## src/rtl/cms_pkg.sv

```systemverilog
package cms_pkg;
  localparam int ADDR_W   = 8;
  localparam int OFF_W    = 3;
  localparam int IDX_W    = 1;
  localparam int BLK_W    = ADDR_W - OFF_W;
  localparam int TAG_W    = BLK_W - IDX_W;
  localparam int SETS     = 1 << IDX_W;
  localparam int SHADOW_N = 2 * SETS;

  typedef enum logic [1:0] {
    KIND_NONE = 2'd0,
    KIND_COLD = 2'd1,
    KIND_CAP  = 2'd2,
    KIND_CONF = 2'd3
  } miss_kind_e;

  function automatic logic [BLK_W-1:0] block_of(input logic [ADDR_W-1:0] a);
    return a[ADDR_W-1:OFF_W];
  endfunction

  function automatic logic [TAG_W-1:0] tag_of(input logic [ADDR_W-1:0] a);
    return a[ADDR_W-1:OFF_W+IDX_W];
  endfunction

  function automatic logic [IDX_W-1:0] index_of(input logic [ADDR_W-1:0] a);
    return a[OFF_W+IDX_W-1:OFF_W];
  endfunction

  function automatic miss_kind_e sort_miss(input logic hit, input logic seen,
                                           input logic shadow_hit);
    if (hit)             return KIND_NONE;
    else if (!seen)      return KIND_COLD;
    else if (shadow_hit) return KIND_CONF;
    else                 return KIND_CAP;
  endfunction
endpackage

```

## src/rtl/cms_set_array.sv

```systemverilog
module cms_set_array #(
  parameter int TAG_W = 4,
  parameter int IDX_W = 1
) (
  input  logic             clk,
  input  logic             rst,
  input  logic             upd,
  input  logic [TAG_W-1:0] tag,
  input  logic [IDX_W-1:0] idx,
  output logic             hit,
  output logic             evict
);
  localparam int SETS = 1 << IDX_W;

  logic [SETS-1:0]             vld0, vld1, lru;
  logic [SETS-1:0][TAG_W-1:0]  tag0, tag1;
  logic m0, m1, fill_way, use_way;

  always_comb begin
    m0 = vld0[idx] && (tag0[idx] == tag);
    m1 = vld1[idx] && (tag1[idx] == tag);
    hit = m0 | m1;
    evict = !hit && vld0[idx] && vld1[idx];
    if (!vld0[idx])      fill_way = 1'b0;
    else if (!vld1[idx]) fill_way = 1'b1;
    else                 fill_way = lru[idx];
    use_way = hit ? m1 : fill_way;
  end

  always_ff @(posedge clk) begin
    if (rst) begin
      vld0 <= '0;
      vld1 <= '0;
      lru  <= '0;
    end else if (upd) begin
      if (!hit) begin
        if (use_way) begin
          vld1[idx] <= 1'b1;
          tag1[idx] <= tag;
        end else begin
          vld0[idx] <= 1'b1;
          tag0[idx] <= tag;
        end
      end
      lru[idx] <= ~use_way;
    end
  end
endmodule

```

## src/rtl/cms_history.sv

```systemverilog
module cms_history #(
  parameter int BLK_W = 5
) (
  input  logic             clk,
  input  logic             rst,
  input  logic             upd,
  input  logic [BLK_W-1:0] blk,
  output logic             seen
);
  localparam int NBLK = 1 << BLK_W;

  logic [NBLK-1:0] ref_bits;

  assign seen = ref_bits[blk];

  always_ff @(posedge clk) begin
    if (rst)      ref_bits <= '0;
    else if (upd) ref_bits[blk] <= 1'b1;
  end
endmodule

```

## src/rtl/cms_shadow.sv

```systemverilog
module cms_shadow #(
  parameter int BLK_W = 5,
  parameter int N     = 4
) (
  input  logic             clk,
  input  logic             rst,
  input  logic             upd,
  input  logic [BLK_W-1:0] blk,
  output logic             hit
);
  localparam int AW = (N > 1) ? $clog2(N) : 1;
  localparam logic [AW-1:0] OLDEST = AW'(N - 1);

  logic [N-1:0]            vld;
  logic [N-1:0][BLK_W-1:0] btag;
  logic [N-1:0][AW-1:0]    age;
  logic [N-1:0]            hv;
  logic [AW-1:0]           hit_age;
  logic [AW-1:0]           victim;
  logic                    got_free;

  always_comb begin
    hit_age  = '0;
    victim   = '0;
    got_free = 1'b0;
    for (int i = 0; i < N; i++) begin
      hv[i] = vld[i] && (btag[i] == blk);
      if (hv[i]) hit_age = age[i];
    end
    for (int i = 0; i < N; i++) begin
      if (!vld[i] && !got_free) begin
        got_free = 1'b1;
        victim   = AW'(i);
      end
    end
    if (!got_free) begin
      for (int i = 0; i < N; i++) begin
        if (age[i] == OLDEST) victim = AW'(i);
      end
    end
    hit = |hv;
  end

  always_ff @(posedge clk) begin
    if (rst) begin
      vld <= '0;
      age <= '0;
    end else if (upd) begin
      for (int i = 0; i < N; i++) begin
        if (hit) begin
          if (hv[i])                          age[i] <= '0;
          else if (vld[i] && age[i] < hit_age) age[i] <= age[i] + 1'b1;
        end else if (AW'(i) == victim) begin
          vld[i]  <= 1'b1;
          btag[i] <= blk;
          age[i]  <= '0;
        end else if (vld[i]) begin
          age[i] <= age[i] + 1'b1;
        end
      end
    end
  end
endmodule

```

## src/rtl/cache_miss_sorter.sv

```systemverilog
module cache_miss_sorter
  import cms_pkg::*;
#(
  parameter int CNT_W = 16
) (
  input  logic              clk,
  input  logic              rst,
  input  logic              req_valid,
  input  logic [7:0]        req_addr,
  output logic              rsp_valid,
  output logic              rsp_hit,
  output logic              rsp_evict,
  output logic [1:0]        rsp_kind,
  output logic [CNT_W-1:0]  hit_count,
  output logic [CNT_W-1:0]  access_count
);
  logic       set_hit_w, set_evict_w, seen_w, shadow_hit_w;
  miss_kind_e kind_w;

  cms_set_array #(.TAG_W(TAG_W), .IDX_W(IDX_W)) u_sets (
    .clk(clk), .rst(rst), .upd(req_valid),
    .tag(tag_of(req_addr)), .idx(index_of(req_addr)),
    .hit(set_hit_w), .evict(set_evict_w)
  );

  cms_history #(.BLK_W(BLK_W)) u_hist (
    .clk(clk), .rst(rst), .upd(req_valid),
    .blk(block_of(req_addr)), .seen(seen_w)
  );

  cms_shadow #(.BLK_W(BLK_W), .N(SHADOW_N)) u_shadow (
    .clk(clk), .rst(rst), .upd(req_valid),
    .blk(block_of(req_addr)), .hit(shadow_hit_w)
  );

  assign kind_w = sort_miss(set_hit_w, seen_w, shadow_hit_w);

  always_ff @(posedge clk) begin
    if (rst) begin
      rsp_valid    <= 1'b0;
      rsp_hit      <= 1'b0;
      rsp_evict    <= 1'b0;
      rsp_kind     <= 2'd0;
      hit_count    <= '0;
      access_count <= '0;
    end else begin
      rsp_valid <= req_valid;
      rsp_hit   <= req_valid && set_hit_w;
      rsp_evict <= req_valid && set_evict_w;
      rsp_kind  <= req_valid ? kind_w : KIND_NONE;
      if (req_valid) begin
        if (access_count != '1) access_count <= access_count + 1'b1;
        if (set_hit_w && hit_count != '1) hit_count <= hit_count + 1'b1;
      end
    end
  end
endmodule

```

## config.mk

```make
export PLATFORM = sky130hd
export DESIGN_NAME = cache_miss_sorter
export DESIGN_NICKNAME = d
export VERILOG_FILES = /design/src/rtl/cms_pkg.sv /design/src/rtl/cms_set_array.sv /design/src/rtl/cms_history.sv /design/src/rtl/cms_shadow.sv /design/src/rtl/cache_miss_sorter.sv
export SDC_FILE = /design/constraint.sdc
export NUM_CORES = 1
export LEC_CHECK = 0
export BUFFER_PORTS_ARGS = -buffer_cell sky130_fd_sc_hd__buf_4
export CORE_MARGIN = 2
export CORE_UTILIZATION = 45
export DETAILED_ROUTE_END_ITERATION = 7
export PLACE_DENSITY = 0.72
export SKIP_LAST_GASP = 1
export SYNTH_ARGS = -nofsm -noshare
export SYNTH_HDL_FRONTEND = slang
export SYNTH_SLANG_ARGS = --single-unit
```

## constraint.sdc

```tcl
create_clock -name clk -period 4.9 [get_ports clk]
set_clock_uncertainty 0.05 [all_clocks]
set_input_delay 1.47 -clock clk [delete_from_list [all_inputs] [get_ports clk]]
set_output_delay 1.47 -clock clk [all_outputs]
set_load 0.02 [all_outputs]
```

==> results of run 1 <==
[power groups by stage]
stage | Sequential, mW | Clock, mW | Combinational [mW]
4_1_cts | 1.09 | 1.38 | 0.170
5_1_grt | 1.09 | 1.43 | 0.187
3_5_place_dp | 1.11 | 0 | 0.168
6_report | 1.09 | 1.35 | 0.169
2_1_floorplan | 1.11 | 0 | 0.125
3_3_place_gp | 1.11 | 0 | 0.162
[sequential cells by signal, indices dropped and copies added (netlist names)]
| name | flops |
|---|---|
| rsp_valid | 1 |
| u_hist.ref_bits | 32 |
| u_shadow.vld | 4 |
| u_sets.lru | 2 |
| rsp_hit | 1 |
| u_sets.vld1 | 2 |
| u_shadow.age | 8 |
| u_sets.vld0 | 2 |
| hit_count | 16 |
| access_count | 16 |
| u_sets.tag0 | 8 |
| rsp_evict | 1 |
| rsp_kind | 2 |
| u_sets.tag1 | 8 |
| u_shadow.btag | 20 |
[final timing paths]
kind / start / endpoint / slack, ns / depth (start not counted)
setup / recovery: req_addr[7] / u_shadow.age[1] / 0.52 / 15
hold / removal: u_sets.vld1[0] / u_sets.vld1[0] / 0.41 / 1
hold reg to reg: u_sets.vld1[0] / u_sets.vld1[0] / 0.41 / 1
setup reg to reg: u_shadow.btag[6] / u_shadow.age[1] / 1.39 / 14
[cells by family after synthesis]
| logic type | synth area share (%) |
|---|---|
| simple gates | 19.5 |
| flops | 48.9 |
| compound gates | 11.9 |
| xor+xnor | 8.05 |
| buf+inv | 3.84 |
| mux | 5.60 |
| fa+ha+maj | 2.17 |
[synth_stat cells, types with 15 or more instances]
| cell type | number |
|---|---|
| nand4_1 | 15 |
| dfxtp_1 | 87 |
| nor2_1 | 79 |
| nand3_1 | 16 |
| clkbuf_1 | 17 |
| and3_1 | 15 |
| xor2_1 | 37 |
| edfxtp_1 | 36 |
| nand2_1 | 29 |
| xnor2_1 | 16 |
| a21oi_1 | 51 |
[layout by cell type (no fill, tap or decap), types with 16 or more instances in the layout]
cell type	instances
edfxtp_1	36
nand2_1	29
xor2_1	37
buf_4	57
clkbuf_16	17
dfxtp_1	87
a21oi_1	51
nor2_1	79
nand3_1	16
xnor2_1	16
[through the flow]
step                util (%)  area [um^2]  setup slack, ns
global placement        49.6         6230            0.253
CTS                     54.8         6880            0.555
floorplan                  -         5770            0.693
finish                  54.8         6880            0.515
global route            54.8         6880            0.214
detailed placement      49.6         6230            0.144
[metal layers]
layer	global-route usage (%)	vias up	share of wire [%]
li1	-	2138	-
met1	23.9	2107	45
met2	31.8	116	49
met3	4.58	16	4.7
met4	8.00	0	1.8
met5	0	-	0
[worst register-to-register path, delay by kind of cell (launching register included)]
family          cells  cell delay (ns)
compound gates      7             1.39
simple gates        5             1.20
flops               1             0.37
fa+ha+maj           1             0.22
xor+xnor            1             0.16
[cell type report]
class / instances / area [um^2]
clock buffer: 18 / 429
inverter: 12 / 45.0
timing repair buffer: 57 / 428
sequential: 123 / 2820
multi-input combinational: 401 / 2720
tap: 172 / 215
clock inverter: 14 / 219
fill: 1069 / 5690
==> flow_metrics.tcl, run 1 <==
set metrics [dict create \
    crit_top_cell "nor2_1" \
    numCtsBuffers 17 \
    antennaDiodeCount 0 \
    grt_use_total_pct 19.1 \
    power_mw 2.61 \
    gp_congestion 0.900 \
    ctsHoldBuffers 0 \
    cts_tree "yes" \
    core_area_mm2 0.0126 \
    synth_ff_type "dfxtp_1" \
    start_util_pct 45.9 \
    finalMaxSlewViolations 0 \
    combPwrFrac_pct 6.5 \
    cts_resized 0 \
    hold_viol_final 0 \
    p_seq_share_pct 41.7 \
    min_period_ns 4.38 \
    synth_nets 588 \
    grt_antenna_before_repair 0 \
    place_inst 765 \
    clock.fmax_mhz 228 \
    drv_cap 0 \
    area_growth_pct 19.3 \
    swShare_pct 21.9 \
    clock_latency_ns 0.41 \
    grt_max_degree 80 \
    ant_nets 0 \
    postSynthAreaPerCell_um2 10.2 \
    power.share.clock_pct 51.8 \
    start_kind "primary input" \
    hold_path_class "register to register" \
    routedWlPerCell_um 15.7 \
    path_class "primary input to register" \
    final_layout_size_suffix_gt1_share_pct 18.1 \
    seq_area_frac_synth_pct 48.9 \
    via_per_inst 5.49 \
    rsz0062_at_grt "no" \
    synth_top_cell_area_share_pct 30.2 \
    htree_levels 4 \
    status "complete, no violations" \
    dr.pass1.iters 4 \
    power.density_mw_per_mm2 380 \
    grt.overflow.total 0 \
    cp_top_family "compound AO/OA/AOI/OAI gates" \
    dieArea_mm2 0.0137 \
    critPathMaxFanout 13 \
    synth_edf_count 36 \
    synthArstFlopShare_pct 0 \
    ys_warn_count 0 \
    finalNonFillerCells 797 \
    worstMarginPinSlew_ns 0.901 \
    peakVddDrop_uv 233 \
    syn_area_mm2 0.00577 \
    setup_tns_ns 0 \
    clock-sinks 123 \
    hold-worst-slack_ns 0.409 \
    clk_pin_slew_ns 0.06 \
    dpl.hpwl_um 8500 \
    rows 41 \
    end_kind "register" \
    drtIter0Drc 318 \
    grt_pass1_vias 4188 \
    synthCells 567 \
    postCtsSetupBuffers 0 \
    drc_errors 0 \
    die_w_um 117 \
    cp.required_ns 5.15 \
    finalWirelength_um 12600 \
    synth.distinct_cells 66 \
    p_leak_nw 2.67 \
    grt_pass1_wl_um 20400 \
    nets 633 \
    period_share_pct 89.5 \
    pin_count 48 \
    max_stage_delay_ns 0.58 \
    synthTopCellsByArea "dfxtp_1, edfxtp_1, xor2_1, nor2_1, a21oi_1" \
    relSlewSlack_pct 39.4 \
    cts-root-buf "clkbuf_16" \
    crit_path_top_delay_cell "nor2_1" \
    path_cells "buf_4 -> xnor2_1 -> nand4_1 -> nor2_1 -> nand3b_1 -> a311oi_1 -> a21oi_1 -> ha_1 -> nand2b_1 -> nor2_1 -> a211oi_1 -> o41ai_2 -> o311ai_2 -> a311oi_2 -> a32o_1" \
    arrival_ns 4.64 \
    vias 4377 \
    yosysTopAreaCell "dfxtp_1" \
    p_int_mw 2.04 \
    fp.dieH_um 117 \
    critPathBufInv 1 \
    clockBufferDepth 2 \
    switching_power_mw 0.571 \
    setup_viol 0 \
    synth_seq_cells 123 \
    port_buffers 44 \
]
Note: power is estimated with default switching activity, not from simulation.
==> inputs of run 2 (changes only) <==
CORE_UTILIZATION = 47   (was 45)
PLACE_DENSITY = 0.74   (was 0.72)
==> flow_metrics.tcl, run 2 (synthesis results as in run 1) <==
set metrics [dict create \
    grt.overflow.total 0 \
    grt_pass1_vias 4303 \
    largest_reg_flops 32 \
    multi_input_area_mm2 0.00272 \
    port_buffers 44 \
    clockBufferDepth 2 \
    rsz0062_at_grt "no" \
    grt_pass1_wl_um 20900 \
    min_period_ns 4.37 \
    cp_top_family "compound AO/OA/AOI/OAI gates" \
    cts_tree "yes" \
    cts_resized 0 \
    dieArea_mm2 0.0132 \
    via_per_inst 5.73 \
    drc_errors 0 \
    path_class "primary input to register" \
    crit_path_top_delay_cell "nor2_1" \
    htree_levels 4 \
    finish.utilization_pct 56.5 \
    clock.fmax_mhz 229 \
    area_growth_pct 17.7 \
    end_kind "register" \
    fp.dieH_um 115 \
    hold_path_class "register to register" \
    clock-sinks 123 \
    largest_registers "u_hist.ref_bits: 32 flops, u_shadow.btag: 20 flops" \
    finalInstanceArea_mm2 0.00679 \
    drtIter0Drc 304 \
    setup_tns_ns 0 \
    register_area_mm2 0.00282 \
    rows 40 \
    top_register "u_hist.ref_bits" \
    antennaDiodeCount 0 \
    peakVddDrop_uv 261 \
    dr.pass1.iters 5 \
    ctsHoldBuffers 0 \
    layout_common_cells "dfxtp_1, nor2_1, buf_4, a21oi_1, xor2_1" \
    arrival_ns 4.62 \
    path_cells "buf_4 -> xnor2_1 -> nand4_1 -> nor2_1 -> nand3b_1 -> a311oi_1 -> a21oi_1 -> ha_1 -> nand2b_1 -> nor2_1 -> a211o_1 -> o311ai_2 -> a311oi_2 -> a32o_1" \
    die_w_um 115 \
    start_util_pct 48.0 \
    relSlewSlack_pct 37.7 \
    critPathBufInv 1 \
    clk_pin_slew_ns 0.05 \
    cp.required_ns 5.16 \
    max_stage_delay_ns 0.52 \
    dpl.hpwl_um 8400 \
    p_leak_nw 2.64 \
    grt_max_degree 81 \
    grt_use_total_pct 20.4 \
    nets 629 \
    final_layout_size_suffix_gt1_share_pct 17.1 \
    ant_nets 0 \
    period_share_pct 89.1 \
    grt_antenna_before_repair 0 \
    status "complete, no violations" \
    power.density_mw_per_mm2 375 \
    routedWlPerCell_um 16.5 \
    core_area_mm2 0.0120 \
    cts-root-buf "clkbuf_16" \
    critPathMaxFanout 23 \
    vias 4398 \
    drv_cap 0 \
    gp_congestion 0.891 \
    hold_viol_final 0 \
    postCtsSetupBuffers 0 \
    clock_latency_ns 0.42 \
    pin_count 48 \
    setup_viol 0 \
    numCtsBuffers 17 \
    worstMarginPinSlew_ns 0.921 \
    crit_top_cell "nor2_1" \
    finalWirelength_um 12700 \
    dpl-instance-area_mm2 0.00617 \
    layout_commonest_cell "dfxtp_1" \
    num-fill-cells 1023 \
    finalMaxSlewViolations 0 \
    start_kind "primary input" \
]
[run 2: final cells by class]
type / count / share of cell area [%]
timing repair buffer: 53 / 5.86
multi-input combinational: 401 / 40.1
tap: 147 / 2.71
clock inverter: 5 / 1.12
sequential: 123 / 41.6
inverter: 12 / 0.663
clock buffer: 26 / 7.98
[run 2: per-stage QoR]
stage	total power [mW]	worst slack [ns]	hold slack, ns	cells
5_1_grt	2.63	0.302	0.432	767
3_3_place_gp	1.27	0.216	0.384	736
6_report	2.55	0.533	0.404	767
4_1_cts	2.56	0.570	0.407	767
2_1_floorplan	1.23	0.693	0.377	567
3_5_place_dp	1.28	0.119	0.394	736
[run 2: power by group]
part	total [mW]	switching (mW)	internal, mW
clock	1.29	0.432	0.859
combinational	0.166	0.103	0.0629
sequential	1.09	0.0186	1.07
total	2.55	0.553	1.99
[run 2: routing by layer]
metal / up-vias / part of all wire (%) / GRT usage [%] / wire, um
li1: 2123 / - / - / -
met5: - / 0 / 0 / 0
met1: 2122 / 43 / 25.2 / 5400
met4: 0 / 2.6 / 9.80 / 325
met3: 25 / 5.1 / 5.22 / 644
met2: 128 / 50 / 33.5 / 6300
[run 2: path summary, 6_finish.rpt]
kind	from	endpoint	slack (ns)	cells after the start
worst max-delay path	req_addr[7]	u_shadow.age[1]	0.53	14
worst min-delay path	u_sets.vld1[0]	u_sets.vld1[0]	0.40	1
worst max register to register	u_shadow.btag[6]	u_shadow.age[1]	1.44	13
worst min register to register	u_sets.vld1[0]	u_sets.vld1[0]	0.40	1
==> inputs of run 3 (changes only) <==
REMOVE_ABC_BUFFERS = 1   (was not set)
==> flow_metrics.tcl, run 3 (synthesis results as in run 1) <==
set metrics [dict create \
    top_register "u_hist.ref_bits" \
    power.density_mw_per_mm2 370 \
    p_seq_share_pct 43.4 \
    drc_errors 0 \
    cp_top_family "compound AO/OA/AOI/OAI gates" \
    nets 631 \
    crit_path_top_delay_cell "nor2_1" \
    setup_viol 0 \
    hold-worst-slack_ns 0.404 \
    swShare_pct 22.7 \
    peakVddDrop_uv 210 \
    rows 40 \
    grt_pass1_wl_um 21000 \
    hold_viol_final 0 \
    grt_max_degree 81 \
    combPwrFrac_pct 6.7 \
    path_cells "buf_4 -> xnor2_1 -> nand4_1 -> nor2_1 -> nand3b_1 -> a311oi_1 -> a21oi_1 -> ha_1 -> nor2_1 -> a211oi_1 -> o41ai_2 -> o311ai_2 -> a311oi_2 -> a22o_1" \
    port_buffers 44 \
    start_util_pct 48.0 \
    clock_latency_ns 0.42 \
    max_stage_delay_ns 0.50 \
    largest_registers "u_hist.ref_bits: 32 flops, u_shadow.btag: 20 flops" \
    layout_commonest_cell "dfxtp_1" \
    setup_tns_ns 0 \
    via_per_inst 5.76 \
    p_leak_nw 2.62 \
    cts_tree "yes" \
    drtIter0Drc 371 \
    clk_pin_slew_ns 0.05 \
    dr.pass1.iters 5 \
    pin_count 48 \
    routedWlPerCell_um 16.6 \
    end_kind "register" \
    relSlewSlack_pct 45.1 \
    gp_congestion 0.876 \
    critPathMaxFanout 13 \
    antennaDiodeCount 0 \
    postCtsSetupBuffers 0 \
    grt.overflow.total 0 \
    fp.dieH_um 115 \
    arrival_ns 4.70 \
    die_w_um 115 \
    hold_path_class "register to register" \
    ant_nets 0 \
    layout_common_cells "dfxtp_1, nor2_1, buf_4, a21oi_1, xor2_1" \
    clockBufferDepth 2 \
    crit_top_cell "nor2_1" \
    grt_pass1_vias 4197 \
    path_class "primary input to register" \
    rsz0062_at_grt "no" \
    cp.required_ns 5.21 \
    cts_resized 0 \
    cts-root-buf "clkbuf_16" \
    status "complete, no violations" \
    finish.utilization_pct 56.4 \
    largest_reg_flops 32 \
    clock.fmax_mhz 228 \
    dpl-instance-area_mm2 0.00619 \
    finalInstanceArea_mm2 0.00678 \
    power.share.clock_pct 49.8 \
    finalMaxSlewViolations 0 \
    switching_power_mw 0.570 \
    vias 4438 \
    htree_levels 4 \
    grt_antenna_before_repair 0 \
    clock-sinks 123 \
    finalWirelength_um 12800 \
    final_layout_size_suffix_gt1_share_pct 17.2 \
    core_area_mm2 0.0120 \
    ctsHoldBuffers 0 \
    period_share_pct 89.6 \
    worstMarginPinSlew_ns 0.823 \
    dieArea_mm2 0.0132 \
    numCtsBuffers 17 \
    dpl.hpwl_um 8230 \
    drv_cap 0 \
    critPathBufInv 1 \
    grt_use_total_pct 20.1 \
    min_period_ns 4.39 \
    start_kind "primary input" \
    p_int_mw 1.94 \
    area_growth_pct 17.5 \
]
run 3: cell count changes in the layout (fill, tap and decap cells not counted), sizes merged:
cell,change
buf,+2
clkinv,+3
bufinv,+1
clkbuf,-7
clkinvlp,+4
run 3: final cells by class:
class | count | area, um^2
clock buffers | 19 | 443
clock inverters | 13 | 149
fillers | 1014 | 5230
inverters | 12 | 45.0
multi-input cells | 401 | 2720
flip-flops and latches | 123 | 2820
well taps | 147 | 184
repair buffers | 55 | 413
run 3: final timing paths:
check / from / to / slack [ns] / cells past startpoint
setup / recovery: req_addr[5] / u_shadow.age[0] / 0.51 / 14
hold / removal: u_sets.vld1[0] / u_sets.vld1[0] / 0.40 / 1
setup reg to reg: u_shadow.btag[7] / u_shadow.age[0] / 1.38 / 13
hold reg to reg: u_sets.vld1[0] / u_sets.vld1[0] / 0.40 / 1
run 3: power by group through the flow:
stage / clock network (mW) / logic, mW / registers, mW
final: 1.25 / 0.169 / 1.09
after detailed placement: 0 / 0.166 / 1.11
after global routing: 1.31 / 0.184 / 1.09
after CTS: 1.26 / 0.168 / 1.09
after floorplan: 0 / 0.0964 / 1.11
after global placement: 0 / 0.161 / 1.11
run 3: stage by stage:
stage | setup WS [ns] | std cells | power [mW]
2_1_floorplan | 0.735 | 536 | 1.21
3_3_place_gp | 0.262 | 738 | 1.27
3_5_place_dp | 0.174 | 738 | 1.28
4_1_cts | 0.577 | 770 | 2.52
5_1_grt | 0.277 | 770 | 2.59
6_report | 0.507 | 770 | 2.51
run 3: per-layer routing:
metal  global-route usage, %  wire, um  vias up
li1                        -         -     2138
met1                    27.0      5630     2135
met2                    32.4      6260      150
met3                    4.27       677       15
met4                    7.07       198        0
met5                       0         0        -
